`src/rtl/subq_pkg.sv`:
```
package subq_pkg;
  localparam int QB   = 80;
  localparam int CW   = 16;
  localparam int TB   = QB + CW;
  localparam int CMDW = 8;
  localparam int CNTW = $clog2(TB + 1);
  localparam int IDXW = $clog2(QB + 2);
  localparam logic [CW-1:0] CRC_POLY = 16'h1021;
  localparam logic [3:0]    RD_CODE  = 4'b0010;

  // MSB-first CRC over the Q payload, zero start value
  function automatic logic [CW-1:0] crc_q(input logic [QB-1:0] d);
    logic [CW-1:0] c;
    logic fb;
    c = '0;
    for (int i = QB - 1; i >= 0; i--) begin
      fb = c[CW-1] ^ d[i];
      c  = {c[CW-2:0], 1'b0};
      if (fb) c = c ^ CRC_POLY;
    end
    return c;
  endfunction

  function automatic logic check_pass(input logic [TB-1:0] frame);
    return crc_q(frame[TB-1:CW]) == ~frame[CW-1:0];
  endfunction
endpackage

```
`src/rtl/subq_collect.sv`:
```
module subq_collect
  import subq_pkg::*;
(
  input  logic            clk,
  input  logic            rst_n,
  input  logic            sync0,
  input  logic            sync1,
  input  logic            q_stb,
  input  logic            q_bit,
  output logic [TB-1:0]   frame_nx,
  output logic            blk_done,
  output logic            sync_ok,
  output logic [CNTW-1:0] bit_cnt
);
  logic [TB-1:0] sr;
  logic          active;
  logic          s1_seen;
  logic          take;

  assign frame_nx = {sr[TB-2:0], q_bit};
  assign take     = q_stb && !sync0 && !sync1 && active;
  assign blk_done = take && (bit_cnt == CNTW'(TB - 1));
  assign sync_ok  = s1_seen;

  always_ff @(posedge clk or negedge rst_n) begin
    if (!rst_n) begin
      sr      <= '0;
      active  <= 1'b0;
      s1_seen <= 1'b0;
      bit_cnt <= '0;
    end else if (sync0) begin
      active  <= 1'b1;
      s1_seen <= 1'b0;
      bit_cnt <= '0;
    end else if (sync1) begin
      if (active && bit_cnt == '0) s1_seen <= 1'b1;
    end else if (take) begin
      sr      <= frame_nx;
      bit_cnt <= bit_cnt + 1'b1;
      if (blk_done) active <= 1'b0;
    end
  end
endmodule

```
`src/rtl/subq_judge.sv`:
```
module subq_judge
  import subq_pkg::*;
(
  input  logic          clk,
  input  logic          rst_n,
  input  logic          blk_start,
  input  logic          blk_done,
  input  logic          sync_ok,
  input  logic [TB-1:0] frame_nx,
  output logic          val_evt,
  output logic          ready_n,
  output logic          crc_ok,
  output logic [QB-1:0] rbuf
);
  logic crc_pass;

  assign crc_pass = check_pass(frame_nx);
  assign val_evt  = blk_done && crc_pass && sync_ok;

  always_ff @(posedge clk or negedge rst_n) begin
    if (!rst_n) begin
      ready_n <= 1'b1;
      crc_ok  <= 1'b0;
      rbuf    <= '0;
    end else begin
      if (blk_done) crc_ok <= crc_pass;
      if (blk_start) begin
        ready_n <= 1'b1;
      end else if (val_evt) begin
        ready_n <= 1'b0;
        rbuf    <= frame_nx[TB-1:CW];
      end
    end
  end
endmodule

```
`src/rtl/subq_host_port.sv`:
```
module subq_host_port
  import subq_pkg::*;
(
  input  logic          clk,
  input  logic          rst_n,
  input  logic          hck,
  input  logic          hlat,
  input  logic          hsdi,
  input  logic          ready_n,
  input  logic [QB-1:0] rbuf,
  output logic          sdo,
  output logic          sdo_oe
);
  logic            hck_q, hlat_q;
  logic            ck_rise, lat_fall, lat_rise;
  logic [CMDW-1:0] cmd;
  logic [IDXW-1:0] idx;
  logic            rd_on;
  logic            bit_sel;

  assign ck_rise  = hck && !hck_q;
  assign lat_fall = !hlat && hlat_q;
  assign lat_rise = hlat && !hlat_q;

  always_ff @(posedge clk or negedge rst_n) begin
    if (!rst_n) begin
      hck_q  <= 1'b0;
      hlat_q <= 1'b1;
      cmd    <= '0;
      idx    <= '0;
      rd_on  <= 1'b0;
    end else begin
      hck_q  <= hck;
      hlat_q <= hlat;
      if (hlat && ck_rise) cmd <= {hsdi, cmd[CMDW-1:1]};
      if (lat_fall) begin
        rd_on <= (cmd[3:0] == RD_CODE);
        idx   <= '0;
      end else if (lat_rise) begin
        rd_on <= 1'b0;
      end else if (rd_on && ck_rise && idx <= IDXW'(QB)) begin
        idx <= idx + 1'b1;
      end
    end
  end

  always_comb begin
    bit_sel = 1'b0;
    if (idx == '0)             bit_sel = ready_n;
    else if (idx <= IDXW'(QB)) bit_sel = rbuf[QB - int'(idx)];
  end

  assign sdo_oe = rd_on;
  assign sdo    = rd_on && bit_sel;
endmodule

```
`src/rtl/subq_capture.sv`:
```
module subq_capture
  import subq_pkg::*;
(
  input  logic clk,
  input  logic rst_n,
  input  logic sync0,
  input  logic sync1,
  input  logic q_stb,
  input  logic q_bit,
  input  logic hck,
  input  logic hlat,
  input  logic hsdi,
  output logic sdo,
  output logic sdo_oe,
  output logic ready_n,
  output logic crc_ok
);
  logic [TB-1:0]   frame_nx;
  logic            blk_done;
  logic            sync_ok;
  logic [CNTW-1:0] bit_cnt;
  logic            val_evt;
  logic [QB-1:0]   rbuf;

  subq_collect u_collect (
    .clk(clk), .rst_n(rst_n), .sync0(sync0), .sync1(sync1),
    .q_stb(q_stb), .q_bit(q_bit), .frame_nx(frame_nx),
    .blk_done(blk_done), .sync_ok(sync_ok), .bit_cnt(bit_cnt)
  );

  subq_judge u_judge (
    .clk(clk), .rst_n(rst_n), .blk_start(sync0), .blk_done(blk_done),
    .sync_ok(sync_ok), .frame_nx(frame_nx), .val_evt(val_evt),
    .ready_n(ready_n), .crc_ok(crc_ok), .rbuf(rbuf)
  );

  subq_host_port u_host (
    .clk(clk), .rst_n(rst_n), .hck(hck), .hlat(hlat), .hsdi(hsdi),
    .ready_n(ready_n), .rbuf(rbuf), .sdo(sdo), .sdo_oe(sdo_oe)
  );
endmodule

```
`config.mk`:
```
export PLATFORM = sky130hd
export DESIGN_NAME = subq_capture
export DESIGN_NICKNAME = d
export VERILOG_FILES = /design/src/rtl/subq_pkg.sv /design/src/rtl/subq_collect.sv /design/src/rtl/subq_judge.sv /design/src/rtl/subq_host_port.sv /design/src/rtl/subq_capture.sv
export SDC_FILE = /design/constraint.sdc
export NUM_CORES = 1
export LEC_CHECK = 0
export ABC_AREA = 1
export BUFFER_PORTS_ARGS = -buffer_cell sky130_fd_sc_hd__buf_4
export CELL_PAD_IN_SITES_DETAIL_PLACEMENT = 1
export CELL_PAD_IN_SITES_GLOBAL_PLACEMENT = 2
export CORE_MARGIN = 4
export CORE_UTILIZATION = 38
export DETAILED_ROUTE_END_ITERATION = 8
export GPL_TIMING_DRIVEN = 0
export PLACE_DENSITY_LB_ADDON = 0.25
export REMOVE_ABC_BUFFERS = 1
export SYNTH_ARGS = -nofsm -noshare
export SYNTH_HDL_FRONTEND = slang
export SYNTH_SLANG_ARGS = --single-unit
```
`constraint.sdc`:
```
create_clock -name clk -period 6.3 [get_ports clk]
set_clock_uncertainty 0.2 [all_clocks]
set_input_delay 0 -clock clk [delete_from_list [all_inputs] [get_ports clk]]
set_output_delay 0 -clock clk [all_outputs]
set_load 0.02 [all_outputs]
```
==> summary.md <==
| Metric | Value |
|---|---|
| First-pass GRT wire length | `roughly 79,000 µm` |
| WL final | `~50,000 µm` |
| Post-DP Area | `14,840 µm²` |
| Pre-antenna DRT Iters | `5` |
| Synth area leader | `dfrtp_1` |
| Sink Count | `roughly 200` |
| Worst EP required | `6.59 ns` |
| Syn_area_per_cell | `7.160 µm²` |
| Register bit total from synthesis | `just over 200` |
| Sequential fraction of the synthesis area | `between 30 and 40%` |
| Status | `finished clean` |
| Hold Fails Final Rpt | `0` |
| CTS tree | `built` |
| TritonCTS Buffers | `26` |
| CP endpoint kind | `flip-flop` |
| Largest net degree at the start of global routing | `a little under 80` |
| Final setup viols | `0` |
| Final Cycle Share | `approximately 95%` |
| Synth cell types | `44` |
| Pre-CTS setup slack | `-1.522 ns` |
| 1st-iter DRT viols | `873` |
| Die ar. | `roughly 41,000 µm²` |
| Crit Path Class | `flip-flop to flip-flop` |
| Max Slew Vio Count | `0` |
| Worst skew pair latency | `roughly 0.56 ns` |
| Clock tree buffer depth | `3` |
| Port-buffer cells | `12` |
| Mean number of vias per cell | `approximately 5.3` |
| Worst Reg-to-Reg Cells | `between 40 and 50` |
| Critical path's most frequent cell | `nand2_2` |
| Gp weighted congestion | `between 0.8 and 0.9` |
| Critical path data arrival time | `6.25 ns` |
| Num rows | `70` |
| Post-route cell area | `roughly 17,000 µm²` |
| Share of Yosys cell area claimed by the top area cell type | `35.32%` |
| Mapped cell area | `14,310 µm²` |
| Syn-to-layout area delta | `19.95%` |
| Min-Delay Path Class | `input port to flip-flop` |
| Synth warnings | `0` |
| Most frequent cell after synthesis | `nand2_1` |
| Die Wd | `about 200 µm` |
| IO Count | `13` |
| Reg-to-reg slack, setup | `0.34 ns` |
| Endpoint, Worst Hold | `u_host.cmd[7]$_DFFE_PN0P_` |
| Initial Util | `approximately 39%` |
| Vias in the first global route | `approximately 14,000` |
| Fin crit period | `~6 ns` |
| Max Fclk | `between 0.15 and 0.2 GHz` |
| Antenna cell count | `0` |
| CP peak stage delay | `slightly below 0.5 ns` |
| Final setup margin | `between 0.3 and 0.4 ns` |
| Remaining global-route overflow | `0` |
| Post-Syn Instances | `about 2,000` |
| Worst Tran Pin Value | `~1.3 ns` |
| Final nets | `2,086` |
| Top post-synthesis cells by count | `nand2_1 (667), nand3_1 (234), dfrtp_1 (202)` |
| Routed Antenna Nets | `0` |
| Hold_ws | `~0.034 ns` |
| Htree depth | `1` |
| RR Endpoint | `u_judge.rbuf[64]$_DFFE_PN0P_` |
| All-Layer GR Usage | `24.00%` |
| Hold_sp | `hsdi` |
| Ys async rst share | `100.0%` |
| Initial antenna violation count | `0` |
| Core ar. | `roughly 37,000 µm²` |
| CP max-delay cell | `dfrtp_2` |
| Reg2Reg Launch Point | `u_collect.sr[91]$_DFFE_PN0P_` |
| Hold Path Cell Cnt | `3` |
| Die Ht | `202.1 µm` |
| Slew HR | `between 10% and 20%` |
| Setup TNS | `0 ns` |
| Synth top area cells | `dfrtp_1 (35%), nand2_1 (17%), nand3_1 (8.2%), inv_1 (5.2%), nand2_2 (4.8%)` |
| Top FF cell, synth | `dfrtp_1` |
| Max Cap Violations | `0` |
| Half-perimeter wire length after placement | `~33,000 µm` |
| Worst setup SP type | `flip-flop` |
| Share of cells above drive strength 1 | `23.29%` |
| CP max FO | `10` |
| Clk Tree Root Cell | `clkbuf_16` |
| WL per Instance | `just under 20 µm` |
| Remaining DRCs | `0` |
| Number of flops mapped to enable cells by yosys | `0` |
| Vias after detailed routing | `about 14,000` |
| Clock slew at reported path FFs | `0.06 ns` |
critical path, delay by kind of cell, from the launching register on:
kind          cells  cell delay [ns]
simple gates     42             4.84
flops             1             0.49
buf+inv           2             0.29
routing by layer:
metal	track usage (%)	part of all wire [%]
met3	2.776	3.3
met5	0	0
met4	4.639	2.1
met2	40.07	47
met1	33.91	48
how the worst max path moves through the flow:
| stage | startpoint | end | slack, ns | cells past startpoint |
|---|---|---|---|---|
| after floorplan | sync1 | u_collect.sr[75]$_DFFE_PN0P_ | -7.22 | 3 |
| after global placement | sync0 | u_collect.sr[80]$_DFFE_PN0P_ | -16.57 | 4 |
| after detailed placement | u_collect.sr[92]$_DFFE_PN0P_ | u_judge.rbuf[76]$_DFFE_PN0P_ | -1.52 | 42 |
| after CTS | u_collect.sr[92]$_DFFE_PN0P_ | u_judge.rbuf[44]$_DFFE_PN0P_ | 0.02 | 44 |
| after global routing | u_collect.sr[92]$_DFFE_PN0P_ | u_judge.rbuf[60]$_DFFE_PN0P_ | -0.09 | 47 |
| final | u_collect.sr[91]$_DFFE_PN0P_ | u_judge.rbuf[64]$_DFFE_PN0P_ | 0.34 | 44 |
state kept, by name, summed over array words and instances, names as in the netlist:
signal / flops
u_collect.sr: 95
u_judge.rbuf: 80
u_host.cmd: 8
u_collect.bit_cnt: 7
u_host.idx: 7
u_collect.active: 1
u_collect.sync_ok: 1
u_host.hck_q: 1
u_host.hlat_q: 1
u_host.sdo_oe: 1
u_judge.crc_ok: 1
u_judge.ready_n: 1
metrics by stage:
step           std cells  utilization [%]
4_1_cts             2554            43.93
6_report            2595            46.56
3_5_place_dp        2470            40.24
5_1_grt             2595            46.56
2_1_floorplan       1929                -
3_3_place_gp        2445            39.37
cell families (layout without fill, tap and decap cells):
group / Yosys count / count (layout) / synth area share [%]
flip-flops: 204 / 204 / 35.68
XOR/XNOR: 19 / 19 / 1.163
adder cells (fa/ha/maj): 6 / 6 / 0.5245
AO/OA/AOI/OAI: 163 / 163 / 6.303
multiplexers: 21 / 21 / 1.477
AND/OR/NAND/NOR: 1277 / 1299 / 44.93
buffers and inverters: 309 / 379 / 9.913
area by class of cell:
| class | instances | area, µm² |
|---|---|---|
| fill | 4613 | 19710 |
| multi-input combinational | 1508 | 8641 |
| sequential | 204 | 5117 |
| timing repair buffer | 92 | 997.2 |
| inverter | 239 | 904.6 |
| clock buffer | 30 | 685.7 |
| tap | 504 | 630.6 |
| clock inverter | 18 | 191.4 |
cells in the final DEF, fill, tap and decap left out, types with 10 or more instances in the layout:
master           n
nand2_1        625
nand4_1         87
nand3_2         53
nor2_4          10
nand2_4         63
inv_2           38
o221ai_1        20
buf_4           57
nand2_2        133
nand3_1        222
buf_12          11
a21oi_1         11
mux2i_1         20
dfrtp_1        194
nor2_1          41
o21ai_0        128
clkbuf_16       28
nand3_4         35
nor3_1          13
inv_1          197
dlygate4sd3_1   14
repair_timing:
item | CTS | global route
hold endpoints to repair | 323 | 0
pin swaps | 8 | 27
setup buffers | 7 | 31
hold buffers | 15 | 0
setup endpoints to repair | 82 | 82
gates cloned | 14 | 10
gates resized for setup | 15 | 119
Power is left out: the tool's default activity adds up to more than one toggle a clock period on the data nets, which glitch-free logic cannot reach.
